$ cat config.mk
export PLATFORM = sky130hd
export DESIGN_NAME = xfer_seq
export DESIGN_NICKNAME = d
export VERILOG_FILES = /design/src/rtl/xfer_seq_pkg.sv /design/src/rtl/xfer_blk_counters.sv /design/src/rtl/xfer_rx_packer.sv /design/src/rtl/xfer_tx_unpacker.sv /design/src/rtl/xfer_seq.sv
export SDC_FILE = /design/constraint.sdc
export NUM_CORES = 1
export LEC_CHECK = 0
export BUFFER_PORTS_ARGS = -buffer_cell sky130_fd_sc_hd__buf_2
export CAP_MARGIN = 20
export CORE_AREA = 2 2 105 107
export CTS_CLUSTER_DIAMETER = 200
export DETAILED_ROUTE_END_ITERATION = 8
export DIE_AREA = 0 0 107 109
export SYNTH_ARGS = -nofsm -noshare
export SYNTH_HDL_FRONTEND = slang
export SYNTH_SLANG_ARGS = --single-unit
$ cat constraint.sdc
create_clock -name clk -period 2.5 [get_ports clk]
set_clock_uncertainty 0.2 [all_clocks]
set_input_delay 0.625 -clock clk [delete_from_list [all_inputs] [get_ports clk]]
set_output_delay 0.625 -clock clk [all_outputs]
set_load 0.01 [all_outputs]
$ cat src/rtl/xfer_seq_pkg.sv
// Package: shared constants and command kinds for the transfer sequencer.
// Assumes the command type field is two bits wide and code 3 means data transfer.
package xfer_seq_pkg;

    typedef enum logic [1:0] {
        CMD_KIND_BCAST     = 2'd0,
        CMD_KIND_BCAST_RSP = 2'd1,
        CMD_KIND_ADDRESSED = 2'd2,
        CMD_KIND_DATA      = 2'd3
    } cmd_kind_e;

    localparam int unsigned BYTE_BITS = 8;

endpackage

$ cat src/rtl/xfer_blk_counters.sv
// Module: holds the programmed byte length and block count and their live
// counters. A register write takes priority over a byte step in the same cycle.
// Assumes step is asserted at most once per clock.
module xfer_blk_counters #(
    parameter int unsigned FIELD_W = 11,
    parameter int unsigned REG_W   = 16,
    localparam int unsigned CNT_W  = FIELD_W + 1
) (
    input  logic             clk,
    input  logic             rst_n,
    input  logic             wr_en,
    input  logic             wr_sel,
    input  logic [REG_W-1:0] wr_data,
    input  logic             step,
    output logic             last_byte,
    output logic             last_blk,
    output logic [CNT_W-1:0] live_bytes,
    output logic [CNT_W-1:0] live_blocks
);

    logic [CNT_W-1:0] len_q;
    logic [CNT_W-1:0] cnt_q;
    logic [CNT_W-1:0] bytes_q;
    logic [CNT_W-1:0] blocks_q;
    logic [CNT_W-1:0] field_p1;

    // Programmed value: the low field plus one.
    assign field_p1 = {1'b0, wr_data[FIELD_W-1:0]} + CNT_W'(1);

    assign last_byte   = (bytes_q == CNT_W'(1));
    assign last_blk    = (blocks_q == CNT_W'(1));
    assign live_bytes  = bytes_q;
    assign live_blocks = blocks_q;

    // Register writes, then per-byte counting with automatic reload.
    always_ff @(posedge clk) begin
        if (!rst_n) begin
            len_q    <= '0;
            cnt_q    <= '0;
            bytes_q  <= '0;
            blocks_q <= '0;
        end else if (wr_en && !wr_sel) begin
            len_q   <= field_p1;
            bytes_q <= field_p1;
        end else if (wr_en && wr_sel) begin
            cnt_q    <= field_p1;
            blocks_q <= field_p1;
            bytes_q  <= len_q;
        end else if (step) begin
            if (last_byte) begin
                bytes_q <= len_q;
                if (last_blk) begin
                    blocks_q <= cnt_q;
                end else begin
                    blocks_q <= blocks_q - CNT_W'(1);
                end
            end else begin
                bytes_q <= bytes_q - CNT_W'(1);
            end
        end
    end

    assert_block_step_R10: assert property (@(posedge clk) disable iff (!rst_n)
        (step && !wr_en && last_byte && !last_blk)
        |=> (blocks_q == $past(blocks_q) - CNT_W'(1)));

    assert_count_reload_R3: assert property (@(posedge clk) disable iff (!rst_n)
        (wr_en && wr_sel) |=> (bytes_q == len_q));

endmodule

$ cat src/rtl/xfer_rx_packer.sv
// Module: accepts card bytes and packs them into 16-bit FIFO entries, low half
// first. A block's last byte in a low half is pushed alone with a zero high half.
// Assumes the FIFO fill level reflects a push from the next cycle on.
module xfer_rx_packer #(
    parameter int unsigned BYTE_W = 8,
    parameter int unsigned LVL_W  = 5,
    localparam int unsigned WORD_W = 2 * BYTE_W
) (
    input  logic              clk,
    input  logic              rst_n,
    input  logic              enable,
    input  logic              restart,
    input  logic [LVL_W:0]    fifo_level,
    input  logic [LVL_W-1:0]  af_level,
    input  logic              last_byte,
    input  logic              rx_valid,
    input  logic [BYTE_W-1:0] rx_data,
    output logic              rx_ready,
    output logic              step,
    output logic              push,
    output logic [WORD_W-1:0] push_data
);

    logic              half_q;
    logic [BYTE_W-1:0] lo_q;
    logic              room;
    logic              fire;

    // Room for a new entry only while the fill level is at or below the threshold.
    assign room      = (fifo_level <= {1'b0, af_level});
    assign rx_ready  = enable && (half_q || room);
    assign fire      = rx_valid && rx_ready;
    assign step      = fire;
    assign push      = fire && (half_q || last_byte);
    assign push_data = half_q ? {rx_data, lo_q} : {{BYTE_W{1'b0}}, rx_data};

    // Track whether a low byte is waiting for its high partner.
    always_ff @(posedge clk) begin
        if (!rst_n) begin
            half_q <= 1'b0;
            lo_q   <= '0;
        end else if (restart) begin
            half_q <= 1'b0;
        end else if (fire) begin
            if (half_q || last_byte) begin
                half_q <= 1'b0;
            end else begin
                half_q <= 1'b1;
                lo_q   <= rx_data;
            end
        end
    end

    assert_pair_closes_R5: assert property (@(posedge clk) disable iff (!rst_n)
        (fire && half_q && !restart) |=> !half_q);

    assert_rx_gate_R7: assert property (@(posedge clk) disable iff (!rst_n)
        (rx_ready && !half_q) |-> (fifo_level <= {1'b0, af_level}));

endmodule

$ cat src/rtl/xfer_tx_unpacker.sv
// Module: sends the FIFO head entry to the card as two bytes, low half first,
// and pops the entry after its second byte, or after the low byte when that
// byte ends a block. Assumes fifo_head is valid whenever fifo_level is nonzero.
module xfer_tx_unpacker #(
    parameter int unsigned BYTE_W = 8,
    parameter int unsigned LVL_W  = 5,
    localparam int unsigned WORD_W = 2 * BYTE_W
) (
    input  logic              clk,
    input  logic              rst_n,
    input  logic              enable,
    input  logic              restart,
    input  logic [LVL_W:0]    fifo_level,
    input  logic [WORD_W-1:0] fifo_head,
    input  logic              last_byte,
    output logic              tx_valid,
    output logic [BYTE_W-1:0] tx_data,
    input  logic              tx_ready,
    output logic              step,
    output logic              pop
);

    logic half_q;
    logic fire;

    assign tx_valid = enable && (fifo_level != '0);
    assign tx_data  = half_q ? fifo_head[WORD_W-1:BYTE_W] : fifo_head[BYTE_W-1:0];
    assign fire     = tx_valid && tx_ready;
    assign step     = fire;
    assign pop      = fire && (half_q || last_byte);

    // Select which half of the head entry goes out next.
    always_ff @(posedge clk) begin
        if (!rst_n) begin
            half_q <= 1'b0;
        end else if (restart) begin
            half_q <= 1'b0;
        end else if (fire) begin
            half_q <= !(half_q || last_byte);
        end
    end

    assert_pop_nonempty_R9: assert property (@(posedge clk) disable iff (!rst_n)
        pop |-> (fifo_level != '0));

endmodule

$ cat src/rtl/xfer_seq.sv
// Module: top of the block-counted transfer sequencer. Starts on a data
// transfer command, routes byte steps from the active direction into the
// counters and ends the transfer with a one-cycle done pulse.
// Assumes the external FIFO holds up to 2**LVL_W entries.
module xfer_seq
    import xfer_seq_pkg::*;
#(
    parameter int unsigned FIELD_W = 11,
    parameter int unsigned REG_W   = 16,
    parameter int unsigned LVL_W   = 5,
    localparam int unsigned CNT_W  = FIELD_W + 1,
    localparam int unsigned WORD_W = 2 * BYTE_BITS
) (
    input  logic                 clk,
    input  logic                 rst_n,
    input  logic                 reg_wr_en,
    input  logic                 reg_wr_sel,
    input  logic [REG_W-1:0]     reg_wr_data,
    input  logic                 cmd_valid,
    input  logic [1:0]           cmd_type,
    input  logic                 cmd_dir,
    input  logic [LVL_W-1:0]     af_level,
    input  logic [LVL_W:0]       fifo_level,
    input  logic [WORD_W-1:0]    fifo_head,
    output logic                 fifo_flush,
    output logic                 fifo_push,
    output logic [WORD_W-1:0]    fifo_push_data,
    output logic                 fifo_pop,
    input  logic                 rx_valid,
    input  logic [BYTE_BITS-1:0] rx_data,
    output logic                 rx_ready,
    output logic                 tx_valid,
    output logic [BYTE_BITS-1:0] tx_data,
    input  logic                 tx_ready,
    output logic                 xfer_active,
    output logic                 xfer_dir,
    output logic                 xfer_done,
    output logic [CNT_W-1:0]     live_bytes,
    output logic [CNT_W-1:0]     live_blocks
);

    logic active_q;
    logic dir_q;
    logic done_q;
    logic start;
    logic rx_step;
    logic tx_step;
    logic step;
    logic last_byte;
    logic last_blk;
    logic xfer_end;

    assign start      = cmd_valid && (cmd_kind_e'(cmd_type) == CMD_KIND_DATA);
    assign fifo_flush = start;
    assign step       = rx_step || tx_step;
    assign xfer_end   = step && last_byte && last_blk;

    assign xfer_active = active_q;
    assign xfer_dir    = dir_q;
    assign xfer_done   = done_q;

    // Transfer control: start or stop on commands, end on the final byte.
    always_ff @(posedge clk) begin
        if (!rst_n) begin
            active_q <= 1'b0;
            dir_q    <= 1'b0;
            done_q   <= 1'b0;
        end else begin
            done_q <= 1'b0;
            if (cmd_valid) begin
                active_q <= start;
                if (start) begin
                    dir_q <= cmd_dir;
                end
            end else if (xfer_end) begin
                active_q <= 1'b0;
                done_q   <= 1'b1;
            end
        end
    end

    xfer_blk_counters #(
        .FIELD_W (FIELD_W),
        .REG_W   (REG_W)
    ) counters_i (
        .clk         (clk),
        .rst_n       (rst_n),
        .wr_en       (reg_wr_en),
        .wr_sel      (reg_wr_sel),
        .wr_data     (reg_wr_data),
        .step        (step),
        .last_byte   (last_byte),
        .last_blk    (last_blk),
        .live_bytes  (live_bytes),
        .live_blocks (live_blocks)
    );

    xfer_rx_packer #(
        .BYTE_W (BYTE_BITS),
        .LVL_W  (LVL_W)
    ) rx_i (
        .clk        (clk),
        .rst_n      (rst_n),
        .enable     (active_q && dir_q),
        .restart    (start),
        .fifo_level (fifo_level),
        .af_level   (af_level),
        .last_byte  (last_byte),
        .rx_valid   (rx_valid),
        .rx_data    (rx_data),
        .rx_ready   (rx_ready),
        .step       (rx_step),
        .push       (fifo_push),
        .push_data  (fifo_push_data)
    );

    xfer_tx_unpacker #(
        .BYTE_W (BYTE_BITS),
        .LVL_W  (LVL_W)
    ) tx_i (
        .clk        (clk),
        .rst_n      (rst_n),
        .enable     (active_q && !dir_q),
        .restart    (start),
        .fifo_level (fifo_level),
        .fifo_head  (fifo_head),
        .last_byte  (last_byte),
        .tx_valid   (tx_valid),
        .tx_data    (tx_data),
        .tx_ready   (tx_ready),
        .step       (tx_step),
        .pop        (fifo_pop)
    );

    assert_one_direction_R12: assert property (@(posedge clk) disable iff (!rst_n)
        !(rx_ready && tx_valid));

    assert_done_ends_R11: assert property (@(posedge clk) disable iff (!rst_n)
        xfer_done |-> !xfer_active);

endmodule

==> flow_summary.toml, run 1 <==
[synthesis]
synth_area_leaders = "dfxtp_1 (34%), a21oi_1 (5.9%), nor2_1 (5.3%)"
synthAdderAreaFrac = 0.03493
synth_edf_count = 0
synthCells = 444
synth_compound_area_frac = 0.2214
syn_area_um2 = 3582
yosys_warnings = 0
synth_xor_area_frac = 0.04156
yosysSeqAreaShare = 0.3409
synth_cell_type_count = 61
async_flop_share = 0
ys.flop_type = "dfxtp_1"
synthMuxAreaShare = 0.08138
synth_simple_gate_area_frac = 0.2344
synth_nets = 515
synth_top_family_by_area = "simple AND/OR/NAND/NOR gates"
synth_area_leader_cell = "dfxtp_1"
yosys.cell_count.top_type = "dfxtp_1"
synth_top_cells_by_count = "dfxtp_1 (61), nor2_1 (51), a21oi_1 (42)"
synth_top_area_share = 0.3409
synth.avg_cell_area_um2 = 8.068
ys_ff_latch = 61

[timing]
period_needed_ns = 2.916
drv_slew = 0
maxSlewHeadroom = 0.6537
rsz0062_at_grt = "yes"
post-route-worst-setup-slack_ns = -0.4164
fmax_mhz = 342.9
fin_crit_sh = 1.167
setup-tns-final_ns = -1.737
setup-violations-final = 14
tightest_slew_ns = 0.5157
hold_viol_final = 0

[layout]
finalNonFillerCells = 763
final_core_util = 0.5195
area_delta_synth_final_pct = 53.75
nNetsFinal = 689
fillers = 1016
num_antenna_cells = 0
final_layout_size_suffix_gt1_frac = 0.4623

[cts]
cts-htree-levels = 3
cts_buffers = 9
cts_hold_buf = 0
root_buffer = "clkbuf_8"
cts_tree = "built"
worstSkewPairLatency_ns = 0.34
clockBufferDepth = 2
cts.sinks = 61
path_clk_slew_ns = 0.07

[floorplanning]
ioPinCount = 117
num_rows = 38
dieArea_um2 = 11660
fp.dieH_um = 109
core-area_um2 = 10600
die_x_um = 107
start_util = 0.3379

[worst_setup_path]
critical_path_required_ns = 1.67
crit_fanout = 4
cp_data_arrival_time_ns = 2.09
endpoint_kind = "output port"
start_kind = "flip-flop"
critPathKind = "flip-flop to output port"

[drt]
initialDrtViolationCount = 300
wirelength_um = 12020
drt_first_pass_iters = 4
via_per_inst = 5.267
ant_nets = 0
drc = 0
vias = 4019
wl_per_cell_um = 15.76

[status]
violations = "setup timing"
outcome = "complete, but fails checks"

[power]
leakage_uw = 0.002377
pwr_density_cell_nw_per_um2 = 511.6
vdd_ir_drop_max_v = 0.0003224

[global_route]
overflow = 0
grt_pass1_wl_um = 18620
antenna_found_initial = 0
grt_start_max_net_pins = 25
grt_pass1_vias = 3826
grt_usage = 0.2011

[placement]
placement.io_buffers = 111
gp_congestion = 0.8473
dp_hpwl_um = 8677
dp_cells = 732

[flow_run]
cap_violations = 0

[hold_path]
worstHoldPathType = "flip-flop to flip-flop"
critical path, cell delays in order (launching register included):
cell	delay (ns)
dfxtp_2	0.32
inv_2	0.07
ha_4	0.11
or4b_4	0.47
buf_6	0.14
nor4_4	0.25
nor2_1	0.11
nor3_2	0.12
buf_2	0.15
cell type report:
cell class | count | area, um2 | share of cell area
multi-input cells | 344 | 2562 | 0.4652
inverters | 13 | 56.30 | 0.01022
flip-flops and latches | 61 | 1229 | 0.2231
repair buffers | 189 | 1260 | 0.2288
clock buffers | 12 | 155.1 | 0.02817
clock inverters | 4 | 70.07 | 0.01272
well taps | 140 | 175.2 | 0.03180
registers in the layout, summed over array words and instances, names as in the netlist:
register                count
counters_i.len_q           12
xfer_dir                    1
rx_i.lo_q                   8
counters_i.live_bytes      12
counters_i.cnt_q           12
counters_i.live_blocks     12
xfer_done                   1
xfer_active                 1
rx_i.half_q                 1
tx_i.half_q                 1
repair_timing:
| item | CTS | global route |
|---|---|---|
| pin swaps | 17 | 30 |
| setup endpoints to repair | 35 | 29 |
| gates cloned | 1 | 0 |
| gates resized for setup | 37 | 40 |
| setup buffers | 10 | 7 |
| endpoints found under the hold margin | 0 | 0 |
power breakdown:
| part | total, uW | internal, uW | switching [uW] | leakage, uW |
|---|---|---|---|---|
| combinational | 758 | 361 | 397 | 0.00176 |
| clock | 1000 | 613 | 391 | 0.000116 |
| sequential | 1060 | 1020 | 32.5 | 0.000501 |
layout by cell type, fill, tap and decap left out, drive strengths merged, types with 3 or more instances in the layout:
master    n
ha       10
nand4     4
and3      6
nand2b    3
or4       6
xor2      5
a21oi    43
nor2b     4
a211oi   11
nor2     53
xnor2    12
and4      3
o21a      3
or4b      3
a31oi     7
a21o      3
a22oi     4
o22ai     4
o21ai    25
dfxtp    61
o31a      4
a311oi    3
mux2     17
nand3    15
buf     189
inv      13
o211ai    4
and2     13
clkbuf   12
nor3      7
nand2    34
or3       4
o31ai     4
mux2i    10
worst paths after layout:
check	start	endpoint	slack (ns)	cells past startpoint
hold / removal	counters_i.len_q[1]	counters_i.len_q[1]	0.26	2
hold reg to reg	counters_i.len_q[1]	counters_i.len_q[1]	0.26	2
setup reg to reg	counters_i.live_bytes[1]	counters_i.live_blocks[8]	-0.15	9
setup / recovery	counters_i.live_bytes[1]	fifo_push	-0.42	8
per-layer routing:
metal / track usage / wire, um / vias to the layer above
met3: 0.04423 / 794 / 8
met5: 0 / 0 / -
met1: 0.2477 / 5284 / 1903
met2: 0.3521 / 5817 / 142
met4: 0.06030 / 125 / 0
li1: - / - / 1966
cell families (layout without fill, tap and decap cells):
| group | Yosys count | in the layout |
|---|---|---|
| xor+xnor | 17 | 17 |
| fa+ha+maj | 10 | 10 |
| mux | 27 | 27 |
| buf+inv | 40 | 218 |
| flops | 61 | 61 |
| simple gates | 163 | 163 |
| compound gates | 126 | 127 |
through the flow:
stage | hold slack [ns] | area [um2] | power [uW] | worst slack (ns)
6_report | 0.2626 | 5508 | 2818 | -0.4164
5_1_grt | 0.2797 | 5508 | 2949 | -0.5659
4_1_cts | 0.2603 | 5273 | 2778 | -0.4416
3_5_place_dp | 0.2523 | 4822 | 1733 | -0.3008
3_3_place_gp | 0.2389 | 4822 | 1723 | -0.3117
2_1_floorplan | 0.2316 | 3717 | 1449 | -0.1467
No activity file was read; power rests on OpenSTA's default activity.
==> run 2: changes to the inputs <==
--- a/config.mk
+++ b/config.mk
@@ -5,12 +5,12 @@
 export SDC_FILE = /design/constraint.sdc
 export NUM_CORES = 1
 export LEC_CHECK = 0
-export BUFFER_PORTS_ARGS = -buffer_cell sky130_fd_sc_hd__buf_2
 export CAP_MARGIN = 20
 export CORE_AREA = 2 2 105 107
 export CTS_CLUSTER_DIAMETER = 200
 export DETAILED_ROUTE_END_ITERATION = 8
 export DIE_AREA = 0 0 107 109
+export DONT_BUFFER_PORTS = 1
 export SYNTH_ARGS = -nofsm -noshare
 export SYNTH_HDL_FRONTEND = slang
 export SYNTH_SLANG_ARGS = --single-unit
==> flow_summary.toml, run 2 (synthesized netlist as in run 1, its figures left out) <==
[cts]
path_clk_slew_ns = 0.06
clockBufferDepth = 2
root_buffer = "clkbuf_8"
cts-htree-levels = 3
cts_tree = "built"
worstSkewPairLatency_ns = 0.35
cts.sinks = 61
cts_hold_buf = 0
cts_buffers = 9

[worst_setup_path]
critical_path.cell_chain = "inv_2 -> ha_4 -> or4b_4 -> buf_6 -> nor4_4 -> buf_4 -> nor2_2 -> nor3_4"
slowest_stage = "or4b_4"
crit_buf_inv = 3
slowest_delay_ns = 0.48
r2r-start = "counters_i.live_bytes[1]"
critical_path_required_ns = 1.67
cp_data_arrival_time_ns = 2.00
endpoint_kind = "output port"
start_kind = "flip-flop"
critPathKind = "flip-flop to output port"
crit_start = "counters_i.live_bytes[1]"
crit_fanout = 4
crit_family = "simple AND/OR/NAND/NOR gates"

[placement]
dp_cells = 614
gp_congestion = 0.8291
place_area_um2 = 4227
dp_hpwl_um = 8108
placement.io_buffers = 0

[power]
leakage_uw = 0.001858
pwr_density_cell_nw_per_um2 = 561.8
vdd_ir_drop_max_v = 0.0002154

[global_route]
grt_usage = 0.1904
overflow = 0
grt_start_max_net_pins = 26
antenna_found_initial = 0
grt_pass1_vias = 3395
grt_pass1_wl_um = 17110

[floorplanning]
ioPinCount = 117
dieArea_um2 = 11660
num_rows = 38
core-area_um2 = 10600
die_x_um = 107
start_util = 0.3379
fp.dieH_um = 109

[status]
outcome = "complete, but fails checks"
violations = "setup timing"

[layout]
num_antenna_cells = 0
final_layout_size_suffix_gt1_frac = 0.3202
mostFrequentLayoutCells = "dfxtp_1 (58), buf_4 (57), nor2_1 (47)"
final_core_util = 0.4546
finalNonFillerCells = 646
area_delta_synth_final_pct = 34.54
final_area_um2 = 4820
final_common_cell = "dfxtp_1"
nNetsFinal = 572
fillers = 1038

[timing]
tightest_slew_ns = 0.5175
drv_slew = 0
period_needed_ns = 2.821
whs_ns = 0.1598
rsz0062_at_grt = "yes"
maxSlewHeadroom = 0.6525
fmax_mhz = 354.5
fin_crit_sh = 1.128
post-route-worst-setup-slack_ns = -0.3212
hold_viol_final = 0
setup-violations-final = 13

[drt]
wl_per_cell_um = 17.26
ant_nets = 0
drc = 0
vias = 3576
wirelength_um = 11150
via_per_inst = 5.536
initialDrtViolationCount = 233
drt_first_pass_iters = 4

[flow_run]
cap_violations = 0

[hold_path]
holdCritStartpoint = "cmd_valid"
worstHoldPathType = "input port to flip-flop"
[run 2: cell count changes in the layout (fill, tap and decap cells not counted), moves of 3 or more]
cell | previous run | this run
buf_4 | 63 | 57
nor2_2 | 0 | 3
a21oi_2 | 7 | 4
a21oi_1 | 34 | 38
buf_2 | 103 | 0
nand3_2 | 4 | 1
nand3_1 | 11 | 14
buf_6 | 21 | 11
[run 2: path summary, 6_finish.rpt]
kind,to,slack (ns),cells past startpoint
worst max-delay path,fifo_push,-0.32,8
worst min-delay path,xfer_done,0.16,1
worst max register to register,counters_i.live_blocks[0],-0.15,9
worst min register to register,counters_i.cnt_q[6],0.26,1
[run 2: power breakdown]
part           internal (uW)  switching (uW)  leakage, uW
logic                    280             334      0.00124
clock network            648             390     0.000119
registers               1020            31.9     0.000501
[run 2: routing by layer]
| metal | part of all wire | global-route usage | vias up |
|---|---|---|---|
| li1 | - | - | 1725 |
| met1 | 0.41 | 0.2251 | 1687 |
| met2 | 0.49 | 0.3385 | 148 |
| met3 | 0.078 | 0.04184 | 16 |
| met4 | 0.019 | 0.07050 | 0 |
| met5 | 0 | 0 | - |
[run 2: worst register-to-register path, delay by kind of cell (launching register included)]
kind	cells	cell delay, ns
AO/OA/AOI/OAI	3	0.43
flip-flops	1	0.32
buffers and inverters	2	0.21
AND/OR/NAND/NOR	3	1.28
adder cells (fa/ha/maj)	1	0.11
[run 2: what timing repair did]
| item | 4_1_cts | 5_1_grt |
|---|---|---|
| cloned | 1 | 1 |
| setup endpoints to repair | 26 | 28 |
| pin swaps | 14 | 29 |
| setup buffers | 10 | 4 |
| resized for setup | 18 | 33 |
[run 2: per-stage QoR]
step	worst slack [ns]	total power, uW	TNS, ns
global placement	-0.3171	1615	-5.913
finish	-0.3212	2708	-1.683
detailed placement	-0.3316	1623	-6.462
global route	-0.4230	2832	-2.985
floorplan	-0.1467	1449	-0.3079
CTS	-0.4019	2693	-1.039
[run 2: final cells by class]
type	count	area, um2	area share
clock buffer	13	170.2	0.03531
clock inverter	3	65.06	0.01350
inverter	13	56.30	0.01168
multi-input combinational	345	2514	0.5215
sequential	61	1227	0.2547
tap	140	175.2	0.03634
timing repair buffer	71	611.8	0.1269
==> run 3: changes to the inputs <==
--- a/config.mk
+++ b/config.mk
@@ -7,6 +7,7 @@
 export LEC_CHECK = 0
 export CAP_MARGIN = 20
 export CORE_AREA = 2 2 105 107
+export CTS_BUF_LIST = sky130_fd_sc_hd__clkbuf_2 sky130_fd_sc_hd__clkbuf_4 sky130_fd_sc_hd__clkbuf_8
 export CTS_CLUSTER_DIAMETER = 200
 export DETAILED_ROUTE_END_ITERATION = 8
 export DIE_AREA = 0 0 107 109
==> constraint.sdc (replaced) <==
create_clock -name clk -period 3 [get_ports clk]
set_clock_uncertainty 0.2 [all_clocks]
set_input_delay 0.75 -clock clk [delete_from_list [all_inputs] [get_ports clk]]
set_output_delay 0.75 -clock clk [all_outputs]
set_load 0.01 [all_outputs]
==> flow_summary.toml, run 3 (synthesized netlist as in run 1, its figures left out) <==
[cts]
cts_hold_buf = 0
cts_buffers = 9
worstSkewPairLatency_ns = 0.34
path_clk_slew_ns = 0.06
clockBufferDepth = 2
cts_tree = "built"
cts.sinks = 61
root_buffer = "clkbuf_8"
cts-htree-levels = 3

[layout]
nNetsFinal = 529
num_antenna_cells = 0
final_common_cell = "dfxtp_1"
fillers = 1100
finalNonFillerCells = 601
final_layout_size_suffix_gt1_frac = 0.1735
area_delta_synth_final_pct = 14.60
mostFrequentLayoutCells = "dfxtp_1 (60), nor2_1 (50), a21oi_1 (42)"

[drt]
wl_per_cell_um = 17.00
vias = 3425
wirelength_um = 10220
drc = 0
ant_nets = 0
via_per_inst = 5.699
initialDrtViolationCount = 199
drt_first_pass_iters = 5

[worst_setup_path]
critPathKind = "input port to output port"
worst-r2r-setup-slack_ns = -0.01
critical_path_required_ns = 2.05
cp_data_arrival_time_ns = 2.07
endpoint_kind = "output port"
start_kind = "input port"
crit_fanout = 2

[status]
violations = "setup timing"
outcome = "complete, but fails checks"

[global_route]
grt_start_max_net_pins = 26
grt_pass1_vias = 3210
antenna_found_initial = 0
grt_usage = 0.1771
grt_pass1_wl_um = 16140
overflow = 0

[timing]
post-route-worst-setup-slack_ns = -0.02254
tightest_slew_ns = 0.6846
fmax_mhz = 330.8
hold_viol_final = 0
setup-violations-final = 3
fin_crit_sh = 1.008
period_needed_ns = 3.023
rsz0062_at_grt = "yes"
whs_ns = 0.2537
maxSlewHeadroom = 0.5430
drv_slew = 0

[floorplanning]
start_util = 0.3379
fp.dieH_um = 109
core-area_um2 = 10600
dieArea_um2 = 11660
num_rows = 38
ioPinCount = 117
die_x_um = 107

[hold_path]
worstHoldPathType = "flip-flop to flip-flop"

[power]
leakage_uw = 0.001559
pwr_density_cell_nw_per_um2 = 501.0
p_total_uw = 2057
vdd_ir_drop_max_v = 0.0002359

[placement]
dp_cells = 585
gp_congestion = 0.8482
placement.io_buffers = 0
dp_hpwl_um = 7598

[flow_run]
cap_violations = 0
## run 3: stage by stage
| stage | util | setup TNS [ns] | cell area, um2 | worst slack [ns] |
|---|---|---|---|---|
| global route | 0.3872 | -0.3464 | 4105 | -0.08698 |
| floorplan | - | 0 | 3588 | 0.008488 |
| finish | 0.3872 | -0.03309 | 4105 | -0.02254 |
| detailed placement | 0.3641 | -0.0007601 | 3860 | -0.0007601 |
| CTS | 0.3864 | -0.07763 | 4096 | -0.07586 |
| global placement | 0.3641 | 0 | 3860 | 0.008732 |
## run 3: per-layer routing
| metal | share of wire | up-vias | track usage | wire (um) |
|---|---|---|---|---|
| met5 | 0 | - | 0 | 0 |
| met4 | 0.014 | 0 | 0.06679 | 146 |
| met3 | 0.080 | 14 | 0.04244 | 818 |
| met2 | 0.47 | 160 | 0.2944 | 4835 |
| met1 | 0.43 | 1608 | 0.2231 | 4417 |
| li1 | - | 1643 | - | - |
## run 3: cell type report
cell class	instances	area, um2	area share
multi-input combinational	343	2231	0.5434
sequential	61	1222	0.2978
timing repair buffer	30	225.2	0.05486
tap	140	175.2	0.04267
clock buffer	13	172.7	0.04206
inverter	13	48.80	0.01189
clock inverter	1	30.03	0.007315
## run 3: path summary, 6_finish.rpt
kind                             from                   endpoint  cells after the start
max                       af_level[4]                   rx_ready                      6
min reg2reg      counters_i.len_q[11]       counters_i.len_q[11]                      2
min              counters_i.len_q[11]       counters_i.len_q[11]                      2
max reg2reg  counters_i.live_bytes[1]  counters_i.live_blocks[5]                     11
## run 3: power breakdown
| group | switching (uW) | leakage [uW] | total (uW) | internal, uW |
|---|---|---|---|---|
| registers | 42.1 | 0.000500 | 894 | 852 |
| clock network | 311 | 0.000105 | 763 | 452 |
| logic | 225 | 0.000955 | 399 | 174 |
| total | 578 | 0.00156 | 2060 | 1480 |
## run 3: timing repair
item / CTS / global route
endpoints found under the setup margin: 3 / 5
buffers inserted: 2 / 0
gates resized for setup: 5 / 4
pin swaps: 1 / 3
## run 3: worst max-delay path, stage by stage
cell,delay (ns)
inv_1,0.02
ha_1,0.29
and4b_1,0.22
and3_1,0.20
a311o_1,0.34
and3_2,0.25
